==> src/rtl/ctr_pkg.sv <==
package ctr_pkg;

    localparam int NUM_CTR  = 32;
    localparam int SEL_W    = $clog2(NUM_CTR);
    localparam int MASK_W   = NUM_CTR;

    localparam logic [MASK_W-1:0] MASK_RESET = 32'h0000_0007;

    localparam int IDX_CYCLE   = 0;
    localparam int IDX_TIME    = 1;
    localparam int IDX_INSTRET = 2;

    typedef enum logic [1:0] {
        PRIV_U   = 2'b00,
        PRIV_S   = 2'b01,
        PRIV_BAD = 2'b10,
        PRIV_M   = 2'b11
    } priv_e;

    typedef struct packed {
        logic illegal;
        logic denied;
    } access_t;

    function automatic logic mask_allows(input logic [MASK_W-1:0] mask,
                                         input logic [SEL_W-1:0]  sel);
        return mask[sel];
    endfunction

endpackage

==> src/rtl/ctr_enable_reg.sv <==
module ctr_enable_reg
    import ctr_pkg::*;
#(
    parameter int                WIDTH     = MASK_W,
    parameter logic [WIDTH-1:0]  RESET_VAL = MASK_RESET
) (
    input  logic             clk,
    input  logic             rst,
    input  logic             we_i,
    input  logic [WIDTH-1:0] wdata_i,
    output logic [WIDTH-1:0] q_o
);

    always_ff @(posedge clk) begin
        if (rst) begin
            q_o <= RESET_VAL;
        end else if (we_i) begin
            q_o <= wdata_i;
        end
    end

    assert_reset_value_R1: assert property (@(posedge clk) disable iff (rst)
        $past(rst) |-> q_o == RESET_VAL);

    assert_hold_unwritten_R11: assert property (@(posedge clk) disable iff (rst)
        !we_i |=> $stable(q_o));

endmodule

==> src/rtl/ctr_access_check.sv <==
module ctr_access_check
    import ctr_pkg::*;
#(
    parameter int IDX_W = 6
) (
    input  logic [1:0]        priv_i,
    input  logic [IDX_W-1:0]  idx_i,
    input  logic [MASK_W-1:0] m_mask_i,
    input  logic [MASK_W-1:0] s_mask_i,
    output access_t           acc_o
);

    localparam logic [IDX_W-1:0] IDX_LIMIT = IDX_W'(NUM_CTR);

    logic [SEL_W-1:0] sel;
    priv_e            priv;

    assign sel  = idx_i[SEL_W-1:0];
    assign priv = priv_e'(priv_i);

    always_comb begin
        acc_o = '0;
        if (idx_i >= IDX_LIMIT) begin
            acc_o.illegal = 1'b1;
        end else begin
            unique case (priv)
                PRIV_M:  acc_o.denied = 1'b0;
                PRIV_S:  acc_o.denied = !mask_allows(m_mask_i, sel);
                PRIV_U:  acc_o.denied = !mask_allows(s_mask_i, sel);
                default: acc_o.illegal = 1'b1;
            endcase
        end
    end

    always_comb begin
        assert (!(acc_o.illegal && acc_o.denied))
            else $error("assert_flags_exclusive_R8");
    end

endmodule

==> src/rtl/ctr_value_sel.sv <==
module ctr_value_sel
    import ctr_pkg::*;
#(
    parameter int DATA_W = 64
) (
    input  logic [SEL_W-1:0]  sel_i,
    input  logic [DATA_W-1:0] cycle_i,
    input  logic [DATA_W-1:0] time_i,
    input  logic [DATA_W-1:0] instret_i,
    output logic [DATA_W-1:0] value_o
);

    logic [DATA_W-1:0] src [NUM_CTR];

    for (genvar g = 0; g < NUM_CTR; g++) begin : g_src
        if (g == IDX_TIME) begin : g_time
            assign src[g] = time_i;
        end else if (g == IDX_INSTRET) begin : g_inst
            assign src[g] = instret_i;
        end else begin : g_cyc
            assign src[g] = cycle_i;
        end
    end

    assign value_o = src[sel_i];

endmodule

==> src/rtl/ctr_read_gate.sv <==
module ctr_read_gate
    import ctr_pkg::*;
#(
    parameter int DATA_W = 64,
    parameter int IDX_W  = 6
) (
    input  logic              clk,
    input  logic              rst,
    input  logic [1:0]        priv_i,
    input  logic              rd_en_i,
    input  logic [IDX_W-1:0]  csr_idx_i,
    input  logic [DATA_W-1:0] cycle_i,
    input  logic [DATA_W-1:0] time_i,
    input  logic [DATA_W-1:0] instret_i,
    input  logic              m_mask_we_i,
    input  logic [31:0]       m_mask_wdata_i,
    input  logic              s_mask_we_i,
    input  logic [31:0]       s_mask_wdata_i,
    output logic              rd_valid_o,
    output logic [DATA_W-1:0] rd_data_o,
    output logic              rd_disabled_o,
    output logic              rd_illegal_o
);

    logic [MASK_W-1:0] m_mask;
    logic [MASK_W-1:0] s_mask;
    access_t           acc;
    logic [DATA_W-1:0] live_val;

    ctr_enable_reg #(.WIDTH(MASK_W), .RESET_VAL(MASK_RESET)) u_m_mask (
        .clk     (clk),
        .rst     (rst),
        .we_i    (m_mask_we_i),
        .wdata_i (m_mask_wdata_i),
        .q_o     (m_mask)
    );

    ctr_enable_reg #(.WIDTH(MASK_W), .RESET_VAL(MASK_RESET)) u_s_mask (
        .clk     (clk),
        .rst     (rst),
        .we_i    (s_mask_we_i),
        .wdata_i (s_mask_wdata_i),
        .q_o     (s_mask)
    );

    ctr_access_check #(.IDX_W(IDX_W)) u_check (
        .priv_i   (priv_i),
        .idx_i    (csr_idx_i),
        .m_mask_i (m_mask),
        .s_mask_i (s_mask),
        .acc_o    (acc)
    );

    ctr_value_sel #(.DATA_W(DATA_W)) u_sel (
        .sel_i     (csr_idx_i[SEL_W-1:0]),
        .cycle_i   (cycle_i),
        .time_i    (time_i),
        .instret_i (instret_i),
        .value_o   (live_val)
    );

    always_ff @(posedge clk) begin
        if (rst) begin
            rd_valid_o    <= 1'b0;
            rd_data_o     <= '0;
            rd_disabled_o <= 1'b0;
            rd_illegal_o  <= 1'b0;
        end else begin
            rd_valid_o    <= rd_en_i;
            rd_disabled_o <= rd_en_i && acc.denied;
            rd_illegal_o  <= rd_en_i && acc.illegal;
            if (rd_en_i && !acc.denied && !acc.illegal) begin
                rd_data_o <= live_val;
            end else begin
                rd_data_o <= '0;
            end
        end
    end

    assert_valid_follows_strobe_R9: assert property (@(posedge clk) disable iff (rst)
        rd_en_i |=> rd_valid_o);

    assert_no_spurious_valid_R9: assert property (@(posedge clk) disable iff (rst)
        !rd_en_i |=> !rd_valid_o);

    assert_idle_quiet_R9: assert property (@(posedge clk) disable iff (rst)
        !rd_valid_o |-> (rd_data_o == '0 && !rd_disabled_o && !rd_illegal_o));

    assert_denied_zero_R5: assert property (@(posedge clk) disable iff (rst)
        rd_disabled_o |-> (rd_data_o == '0 && !rd_illegal_o));

    assert_machine_open_R2: assert property (@(posedge clk) disable iff (rst)
        (rd_en_i && priv_i == 2'b11 && csr_idx_i < IDX_W'(NUM_CTR)) |=> !rd_disabled_o);

    assert_illegal_zero_R8: assert property (@(posedge clk) disable iff (rst)
        rd_illegal_o |-> rd_data_o == '0);

endmodule

==> config.mk <==
export PLATFORM = sky130hd
export DESIGN_NAME = ctr_read_gate
export DESIGN_NICKNAME = d
export VERILOG_FILES = /design/src/rtl/ctr_pkg.sv /design/src/rtl/ctr_enable_reg.sv /design/src/rtl/ctr_access_check.sv /design/src/rtl/ctr_value_sel.sv /design/src/rtl/ctr_read_gate.sv
export SDC_FILE = /design/constraint.sdc
export NUM_CORES = 1
export LEC_CHECK = 0
export BUFFER_PORTS_ARGS = -buffer_cell sky130_fd_sc_hd__buf_2
export CORE_UTILIZATION = 32
export CTS_BUF_LIST = sky130_fd_sc_hd__clkbuf_2 sky130_fd_sc_hd__clkbuf_4 sky130_fd_sc_hd__clkbuf_8
export DETAILED_ROUTE_END_ITERATION = 12
export GPL_TIMING_DRIVEN = 0
export PLACE_DENSITY = 0.69
export SLEW_MARGIN = 0
export SYNTH_ARGS = -nofsm -noshare
export SYNTH_HDL_FRONTEND = slang
export SYNTH_HIERARCHICAL = 1
export SYNTH_SLANG_ARGS = --single-unit
==> constraint.sdc <==
create_clock -name clk -period 5.14 [get_ports clk]
set_input_delay 0.771 -clock clk [delete_from_list [all_inputs] [get_ports clk]]
set_output_delay 0.771 -clock clk [all_outputs]
set_load 0.02 [all_outputs]
Word level (Yosys, flattened, before mapping)
Index checks and enable logic that the tools add are counted.
{ "word_totals": {"register_bits": 131, "inputBits": 269, "output_inout_bits": 67, "wordCells": 35} }
{ "op_classes": {"order_cmp": 3, "eq_ne": 2, "muxes": 11, "n_bitwise": 2, "reduce_logical": 11} }
{ "op_table": {"columns": ["cell", "n"], "rows": [
  ["$bmux 64 s5", 1],
  ["$mux 64", 2],
  ["$ge 6x6->1 const B", 2],
  ["$bmux 1 s5", 2],
  ["$lt 5x6->1 const B", 1],
  ["$not 5->6", 1],
  ["$mux 1", 5],
  ["$logic_and 1x1->1", 4],
  ["$logic_not 1->1", 4],
  ["$reduce_or 3->1", 1],
  ["$eq 2x1->1 const B", 1],
  ["$eq 2x2->1 const B", 1],
  ["$logic_not 2->1", 1],
  ["$pmux 1 s2", 1],
  ["$reduce_or 2->1", 1],
  ["$not 1->1", 1]
]} }

Longest topological paths before layout
{ "depth": {"depth_word": 10, "depth_mapped": 10, "depth_no_buf": 7} }

Hierarchy
Netlist, hierarchy kept.
{ "by_module_without_submodules": {"columns": ["mod", "instances", "cells_each", "area_each_um2", "seq_area_each_um2"], "rows": [
  ["ctr_enable_reg", 2, 103, 1168.6, 640.6],
  ["ctr_read_gate", 1, 141, 1881.8, 1341.3],
  ["ctr_value_sel", 1, 310, 1775.5, 0.0],
  ["ctr_access_check", 1, 58, 634.4, 0.0]
]} }

Worst setup path after synthesis
OpenSTA, ideal clock, no wires.
{ "synth_path": {"path_type": "input to register", "startpoint": "input port csr_idx_i[0]", "endpoint": "register rd_data_o[25]", "setup_time_ps": 58, "arrival_ps": 2802, "t_required_ps": 5082, "path_slack_ps": 2280, "path_stages": 10, "path_buffers": 3, "cell_sequence": "buf_6 > buf_4 > nor2b_1 > a211o_1 > a211oi_1 > a2111oi_2 > or3_1 > nor4b_4 > clkbuf_2 > and2_2"} }
{ "synth_rtl": {"columns": ["item", "line_no", "text"], "rows": [
  ["from (decl)", "ctr_read_gate.sv:11", "input logic [IDX_W-1:0] csr_idx_i,"],
  ["to (signal assigned)", "ctr_read_gate.sv:73", "rd_data_o <= live_val;"],
  ["to (decl)", "ctr_read_gate.sv:20", "output logic [DATA_W-1:0] rd_data_o,"]
]} }

==> out/qor.log <==
[sta] Worst Hold Margin 0.4952 ns
[floorplan] starting utilization of the core area 32.66%
[route] remaining antenna violation count after routing 0
[floorplan] number of top-level pins 336
[logic_synthesis] cell area after synthesis 0.006629 sq mm
[sta] setup repair after global routing missed its margin no
[placement] Port Buffers 333
[floorplan] area of the die 0.02129 sq mm
[clocking] H-tree depth 4
[route] drt total wl 24960 um
[sta] TNS Setup 0 ns
[clocking] number of buffers added by the clock tree synthesis step 17
[power_and_ir_drop] net switching share of the total power 30.41%
[power_and_ir_drop] fraction of power consumed by combinational cells 17.9%
[global_route] pin count of the biggest net entering global routing 17
[power_and_ir_drop] maximum ir drop on the vdd rail 0.0001542 V
[job] # Max-Cap Violations 0
[placement] HPWL Detailed 19510 um
[clocking] Clk Latency, worst-skew pair 0.44 ns
[global_route] number of antenna violations at the first check in global routing 7
[logic_synthesis] number of nets in the synthesized netlist 984
[sta] time the worst path needs with I/O delays and setup 3.438 ns
[floorplan] die width 145.9 um
[global_route] aggregate global-route resource usage 23.42%
[clocking] number of sinks driven by the clock tree 131
[clocking] number of cells upsized or downsized after cts 0
[clocking] CTS tree done
[route] length of the first detailed-routing pass in iterations 5
[route] vias per cell 5.083
[clocking] postcts setup bufs 0
[power_and_ir_drop] part of the power in the clock network 37.3%
[clocking] number of buffers inserted for hold repair after clock tree synthesis 0
[sta] Clock Skews 0.01674 ns
[power_and_ir_drop] P per Cell Area 265.6 mW/mm^2
[route] DRC marker count from the first detailed-route iteration 435
[sta] relative slew slack 49.47%
[logic_synthesis] Post-Syn Area per Cell 9.271 sq um
[worst_setup_path] largest driver fanout on the critical path 10
[logic_synthesis] Simple-Gate Fraction of Synth Area 28.27%
[layout] Final Net Count 1336
[floorplan] Core Rows 52
[clocking] root buffer cell clkbuf_8
[clocking] clock transition at the register clock pins on the worst setup and hold paths after CTS 0.08 ns
[worst_setup_path] arrival time of the worst setup path 3.82 ns
[sta] total of endpoints with negative setup slack in the final report 0
[logic_synthesis] fraction of the yosys area taken by sequential cells 39.56%
[route] DR vias 6888
[route] DR WL/cell 18.42 um
[global_route] overall overflow remaining after global route 0
[logic_synthesis] count of different cell masters after synthesis 39
[floorplan] Die Ht 145.9 um
[worst_setup_path] nature of the critical path startpoint primary input
[sta] Highest Clock Rate 0.2909 GHz
[clocking] clk buf depth 2
[sta] slew at the pin closest to its max-slew limit 0.7555 ns
[global_route] wire length of the first global-routing pass 37950 um
[power_and_ir_drop] internal power 1.671 mW
[logic_synthesis] main combinational cell family by area after synthesis simple AND/OR/NAND/NOR gates
[outcome] status finished clean
[logic_synthesis] flip-flop and latch count after synthesis 131
[route] Residual DRC 0
[placement] last weighted congestion value of the routability-driven placer 0.9321
[power_and_ir_drop] sw power 730.0 uW
[sta] pins over their slew limit 0
[worst_setup_path] R2R Setup Slk 2.24 ns
[power_and_ir_drop] leakage power 4.214 nW
[power_and_ir_drop] sequential cell fraction of total power 44.8%
[logic_synthesis] XOR/XNOR share of the synthesized area 0%
[layout] layout overhead on the synthesized area 36.35%
[worst_setup_path] endpoint kind of the worst setup timing path flop
[worst_setup_path] critical path required time 5.52 ns
[logic_synthesis] number of warning messages in the yosys log 6
[worst_setup_path] crit path kind primary input to flop
[floorplan] Placeable Area 0.02030 sq mm
[sta] share of the clock period used by the worst path after layout 66.89%
[global_route] number of global-route vias before repair 6760
[logic_synthesis] post-synthesis compound-gate area fraction 8.116%
[logic_synthesis] synthesized netlist cell count 715
[sta] endpoints failing hold 0
[logic_synthesis] share of synthesized area spent on multiplexers 14.89%
[logic_synthesis] area share of fa/ha/maj cells after synthesis 0%
[layout] share of cells above drive strength 1 45.65%
[min_path] worst hold path type flop to flop
-- placed cells by master (no fill, tap or decap), drive strengths merged, types with 2 or more instances in the layout --
cell	count
nand2b	5
or3	2
inv	11
clkinv	2
nor4b	2
mux2i	66
nand2	4
mux2	2
nand4	2
buf	384
mux4	13
and2	66
a211oi	3
a31oi	63
clkinvlp	3
nor2	61
nor2b	9
dfxtp	131
a21oi	2
clkbuf	39
nor3	191
diode	5
and3	2
a211o	7
-- sequential cells by signal (all words and copies together) (netlist names) --
signal         count
rd_data_o         64
u_m_mask/q_o      32
u_s_mask/q_o      32
rd_disabled_o      1
rd_illegal_o       1
rd_valid_o         1
-- critical path, stage by stage --
cell and delay, ns:
buf_2 0.19, buf_6 0.19, buf_4 0.21, nor2b_1 0.08
a211o_1 0.25, a211oi_1 0.29, a2111oi_2 0.10, or3_1 0.38
nor4b_4 0.65, clkbuf_2 0.49, and2_2 0.22
-- power by group through the flow --
stage,registers [mW],clock network (mW),logic [mW]
after floorplan,1.11,0,0.222
after global placement,1.10,0,0.423
after detailed placement,1.10,0,0.426
after CTS,1.08,0.923,0.428
after global routing,1.08,0.968,0.465
final,1.08,0.895,0.429
-- logic make-up (layout without fill, tap and decap cells) --
kind of cell    count (synthesis)  in the layout
simple gates                  347            347
flops                         131            131
compound gates                 81             81
mux                            81             81
buf+inv                        75            440
other cells                     0              5
-- routing by layer --
layer / routed length [um] / track usage (%) / vias up
li1: - / - / 3293
met1: 9980 / 27.90 / 3164
met2: 12210 / 39.86 / 374
met3: 1815 / 5.674 / 57
met4: 949 / 10.42 / 0
met5: 0 / 0 / -
-- path summary, 6_finish.rpt --
kind	end	cells after the start	start
max	rd_data_o[6]$_SDFF_PP0_	11	csr_idx_i[0]
min	u_m_mask/q_o[22]$_SDFFE_PP0P_	2	u_m_mask/q_o[22]$_SDFFE_PP0P_
max reg2reg	rd_data_o[6]$_SDFF_PP0_	8	u_m_mask/q_o[10]$_SDFFE_PP0P_
min reg2reg	u_m_mask/q_o[22]$_SDFFE_PP0P_	2	u_m_mask/q_o[22]$_SDFFE_PP0P_
-- area by class of cell --
cell class / instances / area, sq um
Multi-Input combinational cell: 509 / 3400
Fill cell: 2059 / 11260
Clock buffer: 17 / 234.0
Clock inverter: 15 / 158.9
Sequential cell: 131 / 2623
Buffer: 73 / 599.3
Inverter: 2 / 7.507
Timing Repair Buffer: 333 / 1667
Tap cell: 270 / 337.8
Antenna cell: 5 / 12.51
-- cells in the mapped netlist --
library cell	instances	area share, %
mux4_1	3	1.2
nand2b_1	5	0.47
buf_12	6	1.8
o22ai_1	1	0.094
a2111oi_2	1	0.23
mux4_2	10	3.4
nor2b_1	9	0.85
nor4b_4	1	0.36
and2_1	12	1.1
o31ai_1	1	0.11
buf_4	3	0.34
dfxtp_1	131	40
nor2_1	61	3.5
nand4_1	2	0.19
nor4b_1	1	0.13
o311ai_1	1	0.13
or2_2	1	0.094
clkbuf_1	16	0.91
nor3_4	1	0.25
a31oi_1	63	5.9
o21ai_1	1	0.075
a211o_1	7	0.92
and2_2	54	6.1
nand4b_1	1	0.13
a21oi_1	2	0.15
a21o_1	1	0.11
or3_4	1	0.17
nor3_1	190	14
inv_1	2	0.11
or3_1	1	0.094
clkbuf_2	6	0.45
nand3_1	1	0.075
a211oi_1	3	0.34
and3_1	2	0.19
mux2_2	2	0.34
nand2_1	4	0.23
buf_2	17	1.3
buf_6	25	4.2
mux2i_1	66	10
-- metrics by stage --
stage | power (mW) | setup slack (ns) | util, % | cells | instance area [sq um]
3_3_place_gp | 1.522 | 1.221 | 42.53 | 1318 | 8633
4_1_cts | 2.428 | 1.672 | 44.46 | 1350 | 9026
6_report | 2.401 | 1.702 | 44.53 | 1355 | 9039
5_1_grt | 2.514 | 1.486 | 44.51 | 1354 | 9036
2_1_floorplan | 1.335 | 2.280 | - | 715 | 6629
3_5_place_dp | 1.527 | 1.181 | 42.53 | 1318 | 8633
(Power assumes the default switching activity.)
